--- config.mk ---
export PLATFORM = sky130hd
export DESIGN_NAME = uart_tx_dbuf
export DESIGN_NICKNAME = d
export VERILOG_FILES = /design/src/rtl/uart_tx_pkg.sv /design/src/rtl/uart_tx_baud.sv /design/src/rtl/uart_tx_regs.sv /design/src/rtl/uart_tx_shift.sv /design/src/rtl/uart_tx_dbuf.sv
export SDC_FILE = /design/constraint.sdc
export NUM_CORES = 1
export LEC_CHECK = 0
export ABC_AREA = 1
export BUFFER_PORTS_ARGS = -buffer_cell sky130_fd_sc_hd__clkbuf_2
export CAP_MARGIN = 20
export CORE_MARGIN = 3
export CORE_UTILIZATION = 40
export DETAILED_ROUTE_END_ITERATION = 6
export PLACE_DENSITY_LB_ADDON = 0.3
export RECOVER_POWER = 25
export SYNTH_ARGS = -nofsm -noshare
export SYNTH_HDL_FRONTEND = slang
export SYNTH_SLANG_ARGS = --single-unit
--- constraint.sdc ---
create_clock -name clk -period 1.6 [get_ports clk]
set_input_delay 0.08 -clock clk [delete_from_list [all_inputs] [get_ports clk]]
set_output_delay 0.08 -clock clk [all_outputs]
set_load 0.03 [all_outputs]
--- src/rtl/uart_tx_pkg.sv ---
package uart_tx_pkg;

    localparam int BYTE_W = 8;
    localparam int ADDR_W = 2;
    localparam int IDX_W  = $clog2(BYTE_W);

    localparam logic [ADDR_W-1:0] ADDR_DATA = 2'd0;
    localparam logic [ADDR_W-1:0] ADDR_CTRL = 2'd1;
    localparam logic [ADDR_W-1:0] ADDR_BAUD = 2'd2;

    // Control register, MSB first
    typedef struct packed {
        logic ie_end;
        logic ie_empty;
        logic mark_val;
        logic two_stop;
        logic odd;
        logic use_mark;
        logic extra_en;
        logic len7;
    } ctrl_t;

    typedef enum logic [2:0] {
        PH_IDLE,
        PH_START,
        PH_DATA,
        PH_EXTRA,
        PH_STOP_A,
        PH_STOP_LAST
    } phase_t;

    // Everything a frame needs, frozen at transfer time
    typedef struct packed {
        logic [BYTE_W-1:0] data;
        logic              len7;
        logic              extra_en;
        logic              xbit;
        logic              two_stop;
    } frame_t;

    function automatic logic calc_extra(ctrl_t c, logic [BYTE_W-1:0] d);
        logic p;
        p = c.len7 ? ^d[BYTE_W-2:0] : ^d;
        if (c.use_mark)
            return c.mark_val;
        return c.odd ? ~p : p;
    endfunction

    function automatic frame_t make_frame(ctrl_t c, logic [BYTE_W-1:0] d);
        frame_t f;
        f.data     = d;
        f.len7     = c.len7;
        f.extra_en = c.extra_en;
        f.xbit     = calc_extra(c, d);
        f.two_stop = c.two_stop;
        return f;
    endfunction

endpackage

--- src/rtl/uart_tx_baud.sv ---
module uart_tx_baud #(
    parameter int DIV_W = 8
) (
    input  logic             clk,
    input  logic             rst,
    input  logic             restart,
    input  logic [DIV_W-1:0] divisor,
    output logic             tick
);

    logic [DIV_W-1:0] cnt;

    assign tick = (cnt >= divisor);

    always_ff @(posedge clk) begin
        if (rst || restart)
            cnt <= '0;
        else if (tick)
            cnt <= '0;
        else
            cnt <= cnt + 1'b1;
    end

endmodule

--- src/rtl/uart_tx_regs.sv ---
module uart_tx_regs
    import uart_tx_pkg::*;
#(
    parameter int DIV_W     = 8,
    parameter int DIV_RESET = 15
) (
    input  logic              clk,
    input  logic              rst,
    input  logic              wr_en,
    input  logic [ADDR_W-1:0] wr_addr,
    input  logic [BYTE_W-1:0] wr_data,
    input  logic              load,
    input  logic              end_set,
    output logic [BYTE_W-1:0] hold_data,
    output ctrl_t             ctrl,
    output logic [DIV_W-1:0]  divisor,
    output logic              baud_restart,
    output logic              hold_empty,
    output logic              tx_end,
    output logic              irq_hold_empty,
    output logic              irq_tx_end
);

    logic hit_data, hit_ctrl;

    assign hit_data     = wr_en && (wr_addr == ADDR_DATA);
    assign hit_ctrl     = wr_en && (wr_addr == ADDR_CTRL);
    assign baud_restart = wr_en && (wr_addr == ADDR_BAUD);

    always_ff @(posedge clk) begin
        if (rst) begin
            hold_data  <= '0;
            ctrl       <= '0;
            divisor    <= DIV_W'(DIV_RESET);
            hold_empty <= 1'b1;
            tx_end     <= 1'b1;
        end else begin
            // a processor write wins over a same-cycle transfer
            if (hit_data) begin
                hold_data  <= wr_data;
                hold_empty <= 1'b0;
                tx_end     <= 1'b0;
            end else begin
                if (load)
                    hold_empty <= 1'b1;
                if (end_set)
                    tx_end <= 1'b1;
            end
            if (hit_ctrl)
                ctrl <= ctrl_t'(wr_data);
            if (baud_restart)
                divisor <= DIV_W'(wr_data);
        end
    end

    assign irq_hold_empty = hold_empty && ctrl.ie_empty;
    assign irq_tx_end     = tx_end && ctrl.ie_end;

endmodule

--- src/rtl/uart_tx_shift.sv ---
module uart_tx_shift
    import uart_tx_pkg::*;
(
    input  logic              clk,
    input  logic              rst,
    input  logic              tick,
    input  logic              hold_empty,
    input  logic [BYTE_W-1:0] hold_data,
    input  ctrl_t             ctrl,
    output logic              load,
    output logic              end_set,
    output logic              txd
);

    phase_t           phase, nxt;
    logic [IDX_W-1:0] bit_idx;
    logic             pend;
    frame_t           fr;
    logic             last_data, entering_last;

    assign last_data = (bit_idx == (fr.len7 ? IDX_W'(BYTE_W-2) : IDX_W'(BYTE_W-1)));

    always_comb begin
        nxt = phase;
        unique case (phase)
            PH_IDLE:      nxt = hold_empty ? PH_IDLE : PH_START;
            PH_START:     nxt = PH_DATA;
            PH_DATA:
                if (last_data)
                    nxt = fr.extra_en ? PH_EXTRA
                                      : (fr.two_stop ? PH_STOP_A : PH_STOP_LAST);
            PH_EXTRA:     nxt = fr.two_stop ? PH_STOP_A : PH_STOP_LAST;
            PH_STOP_A:    nxt = PH_STOP_LAST;
            PH_STOP_LAST: nxt = pend ? PH_START : PH_IDLE;
            default:      nxt = PH_IDLE;
        endcase
    end

    // the holding flag is examined as the final stop bit begins
    assign entering_last = tick && (nxt == PH_STOP_LAST) && (phase != PH_STOP_LAST);
    assign load    = (tick && (phase == PH_IDLE) && !hold_empty)
                   || (entering_last && !hold_empty);
    assign end_set = entering_last && hold_empty;

    always_ff @(posedge clk) begin
        if (rst) begin
            phase   <= PH_IDLE;
            bit_idx <= '0;
            pend    <= 1'b0;
            fr      <= '0;
        end else begin
            if (tick) begin
                phase <= nxt;
                if (phase == PH_START)
                    bit_idx <= '0;
                else if (phase == PH_DATA)
                    bit_idx <= bit_idx + 1'b1;
            end
            if (load)
                fr <= make_frame(ctrl, hold_data);
            if (entering_last)
                pend <= !hold_empty;
            else if (tick && phase == PH_STOP_LAST)
                pend <= 1'b0;
        end
    end

    always_comb begin
        unique case (phase)
            PH_START: txd = 1'b0;
            PH_DATA:  txd = fr.data[bit_idx];
            PH_EXTRA: txd = fr.xbit;
            default:  txd = 1'b1;
        endcase
    end

endmodule

--- src/rtl/uart_tx_dbuf.sv ---
module uart_tx_dbuf
    import uart_tx_pkg::*;
#(
    parameter int DIV_W     = 8,
    parameter int DIV_RESET = 15
) (
    input  logic              clk,
    input  logic              rst,
    input  logic              wr_en,
    input  logic [ADDR_W-1:0] wr_addr,
    input  logic [BYTE_W-1:0] wr_data,
    output logic              txd,
    output logic              hold_empty,
    output logic              tx_end,
    output logic              irq_hold_empty,
    output logic              irq_tx_end
);

    logic [BYTE_W-1:0] hold_data;
    ctrl_t             ctrl;
    logic [DIV_W-1:0]  divisor;
    logic              baud_restart;
    logic              bit_tick;
    logic              load_pulse;
    logic              end_pulse;

    uart_tx_regs #(
        .DIV_W     (DIV_W),
        .DIV_RESET (DIV_RESET)
    ) u_regs (
        .clk            (clk),
        .rst            (rst),
        .wr_en          (wr_en),
        .wr_addr        (wr_addr),
        .wr_data        (wr_data),
        .load           (load_pulse),
        .end_set        (end_pulse),
        .hold_data      (hold_data),
        .ctrl           (ctrl),
        .divisor        (divisor),
        .baud_restart   (baud_restart),
        .hold_empty     (hold_empty),
        .tx_end         (tx_end),
        .irq_hold_empty (irq_hold_empty),
        .irq_tx_end     (irq_tx_end)
    );

    uart_tx_baud #(
        .DIV_W (DIV_W)
    ) u_baud (
        .clk     (clk),
        .rst     (rst),
        .restart (baud_restart),
        .divisor (divisor),
        .tick    (bit_tick)
    );

    uart_tx_shift u_shift (
        .clk        (clk),
        .rst        (rst),
        .tick       (bit_tick),
        .hold_empty (hold_empty),
        .hold_data  (hold_data),
        .ctrl       (ctrl),
        .load       (load_pulse),
        .end_set    (end_pulse),
        .txd        (txd)
    );

endmodule

==> impl_metrics.yaml <==
place:
  dp_hpwl_um: 4280
  gp_congestion: 0.849
  portBuffers: 17
  dpl_cell_area_sq_mm: 0.00311
synthesis:
  synth_commonest_cells: "72 x nand2_1, 53 x dfxtp_1, 47 x inv_1, 46 x nor2_1, 35 x a21oi_1"
  synth_area_leaders: "dfxtp_1 40%, nand2_1 10%, inv_1 6.6%, a21oi_1 6.5%, nor2_1 6.5%"
  synth_ff_type: "dfxtp_1"
  synth_top_area_share: 0.397
  synthCells: 370
  synth_nets: 393
  yosys_register_bits: 53
  synth_top_cell_by_area: "dfxtp_1"
  synth_most_common_cell: "nand2_1"
  synthArstFlopShare: 0
  synth_edf_count: 0
  avgSynthCellArea_sq_um: 7.23
  ys_warn_count: 0
  synth-seq-area-share: 0.397
  synth_area_sq_mm: 0.00268
  ys_types: 29
worst_setup_path:
  endpoint_kind: "flop"
  cp_data_arrival_time_ns: 2.05
  path_max_fanout: 9
  crit_slowest_cell: "dfxtp_2"
  cp.required_ns: 1.81
  path_common_cell: "nor2_2"
  cp_top_family: "simple AND/OR/NAND/NOR gates"
  path_buf_inv: 4
  critical_path_class: "flop to flop"
  start_kind: "flop"
  critPathMaxStageDelay_ns: 0.34
  crit_chain: "inv_2 -> ha_4 -> a21oi_2 -> nor2_1 -> nor2_2 -> nand3_2 -> buf_6 -> buf_4 -> buf_12 -> nand3_4 -> nor2_2 -> o21ai_1 -> nand2_1"
job:
  maxCapViolations: 0
die:
  die_h_um: 87.8
  io_pins: 18
  start_util: 0.417
  die-width_um: 87.8
  core_sq_mm: 0.00642
  core.rowCount: 29
  die_area_sq_mm: 0.00771
clocking:
  clk_latency_ns: 0.31
  cts_tree: "done"
  clockBufferDepth: 2
  cts-root-buf: "clkbuf_8"
  cts_inserted_buffers: 5
  htree_levels: 2
  cts.sinks: 53
  path_clk_slew_ns: 0.10
timing:
  rsz0062_at_grt: "yes"
  hold_ws_ns: 0.0245
  maxSlewViolCount: 0
  max-slew-margin-rel: 0.708
  postLayoutSetupSlackWorst_ns: -0.242
  clock.fmax_mhz: 543
  setup_viol: 30
  tns_ns: -5.15
  clock_skew_ns: 0.00823
  finalHoldViolations: 0
  min_period_ns: 1.84
  period_share: 1.15
  tightestPinTransition_ns: 0.438
global_routing:
  met1_usage: 0.203
  met3_usage: 0.0386
  grt_util_met2: 0.289
  antenna_found_initial: 0
  grt_max_degree: 36
  grt_pass1_vias: 2304
  busiest_layer: "met2"
  gr-total-overflow: 0
  grtUsageTotal: 0.167
  grt_pass1_wl_um: 10300
route:
  drtPass1Iterations: 4
  drtIter0Drc: 136
  wl_um: 6430
  postRouteAntennaNets: 0
  drc: 0
  vias_per_cell: 4.95
  avgRoutedWirePerCell_um: 12.8
  vias: 2493
final_layout:
  n_antenna_cell: 0
  synthToLayoutAreaGrowth_pct: 36.1
  ff_latch_area_sq_mm: 0.00109
  fin_nets: 449
  stdcell_area_sq_mm: 0.00364
  final_core_util: 0.567
  multiInputGateArea_sq_mm: 0.00164
  fillCellCount: 598
  drive_gt1_frac: 0.372
pwr:
  powerDensity_mw_per_mm2: 677
  leakage_uw: 0.00163
  ir_drop_mv: 0.370
run_status:
  failed_checks: "negative setup slack"
  status: "finished, violations left"
hold_path:
  worst_hold_path_type: "input pin to flop"
==> cells in the final DEF, fill, tap and decap left out, types with 4 or more instances in the layout <==
cell type	instances
nand3_2	5
a21oi_2	17
buf_4	31
nor2_2	7
o211ai_1	5
nor2_1	39
ha_4	7
inv_2	11
o21ai_0	22
nand3b_1	6
nor2_4	4
nand2_2	8
nand3_1	19
inv_1	36
buf_12	5
a21oi_1	15
nand4_1	6
dfxtp_1	37
xor2_1	4
clkbuf_2	15
buf_6	7
nand2_1	66
clkbuf_8	5
dfxtp_2	14
==> power by group <==
group          internal [uW]  total [uW]  leakage (uW)  switching (uW)
sequential              1360        1390      0.000436            30.8
clock                    313         770     0.0000456             457
combinational            125         305       0.00115             180
total                   1800        2460       0.00163             668
==> through the flow <==
stage                     instances  total power [uW]  setup WS, ns
after floorplan                 370              1580        -0.105
after CTS                       492              2460        -0.181
final                           504              2460        -0.242
after global routing            504              2580        -0.370
after global placement          482              1670        -0.245
after detailed placement        482              1670        -0.257
==> kinds of logic (layout without fill, tap and decap cells) <==
| family | after synthesis | after routing | share of synthesized area |
|---|---|---|---|
| xor gates and xnor gates | 5 | 5 | 0.0164 |
| buffers and inverters | 61 | 118 | 0.101 |
| and+or+nand+nor | 170 | 170 | 0.301 |
| DFF | 53 | 53 | 0.397 |
| AOI/OAI and AO/OA | 71 | 71 | 0.139 |
| adders and majority gates | 10 | 10 | 0.0468 |
==> path summary, 6_finish.rpt <==
path / cells past startpoint / from / slack (ns) / to
worst max-delay path: 13 / u_regs.divisor[5] / -0.24 / u_regs.tx_end
worst max register to register: 13 / u_regs.divisor[5] / -0.24 / u_regs.tx_end
worst min register to register: 2 / u_regs.ctrl[3] / 0.48 / u_regs.ctrl[3]
worst min-delay path: 3 / wr_data[3] / 0.02 / u_regs.divisor[3]
==> registers in the layout, indices dropped and copies added (netlist names) <==
register,cells
u_baud.cnt,8
u_regs.ctrl,8
u_regs.divisor,8
u_regs.hold_data,8
u_regs.hold_empty,1
u_regs.tx_end,1
u_shift.bit_idx,3
u_shift.fr,12
u_shift.pend,1
u_shift.phase,3
==> layout make-up <==
cell class,instances,area share
clock inverter,2,0.00378
clock buffer,6,0.0199
inverter,49,0.0519
sequential,53,0.298
timing repair buffer,61,0.148
tap,77,0.0265
multi-input combinational,256,0.451
==> layer usage <==
layer  vias up  part of all wire
li1       1314                 -
met4         0             0.015
met5         -                 0
met3        10             0.027
met1      1143              0.45
met2        26              0.51
==> repair_timing <==
item / CTS / global route
pin swaps: 3 / 29
setup buffers: 1 / 10
setup endpoints to repair: 25 / 30
hold buffers: 0 / 0
cloned: 1 / 2
gates resized for setup: 27 / 68
==> worst reg2reg max path, cell delays in order, from the launching register on <==
cell,delay [ns]
dfxtp_2,0.34
inv_2,0.04
ha_4,0.25
a21oi_2,0.12
nor2_1,0.08
nor2_2,0.10
nand3_2,0.11
buf_6,0.14
buf_4,0.13
buf_12,0.14
nand3_4,0.08
nor2_2,0.04
o21ai_1,0.11
nand2_1,0.06
No activity file was read; power rests on OpenSTA's default activity.
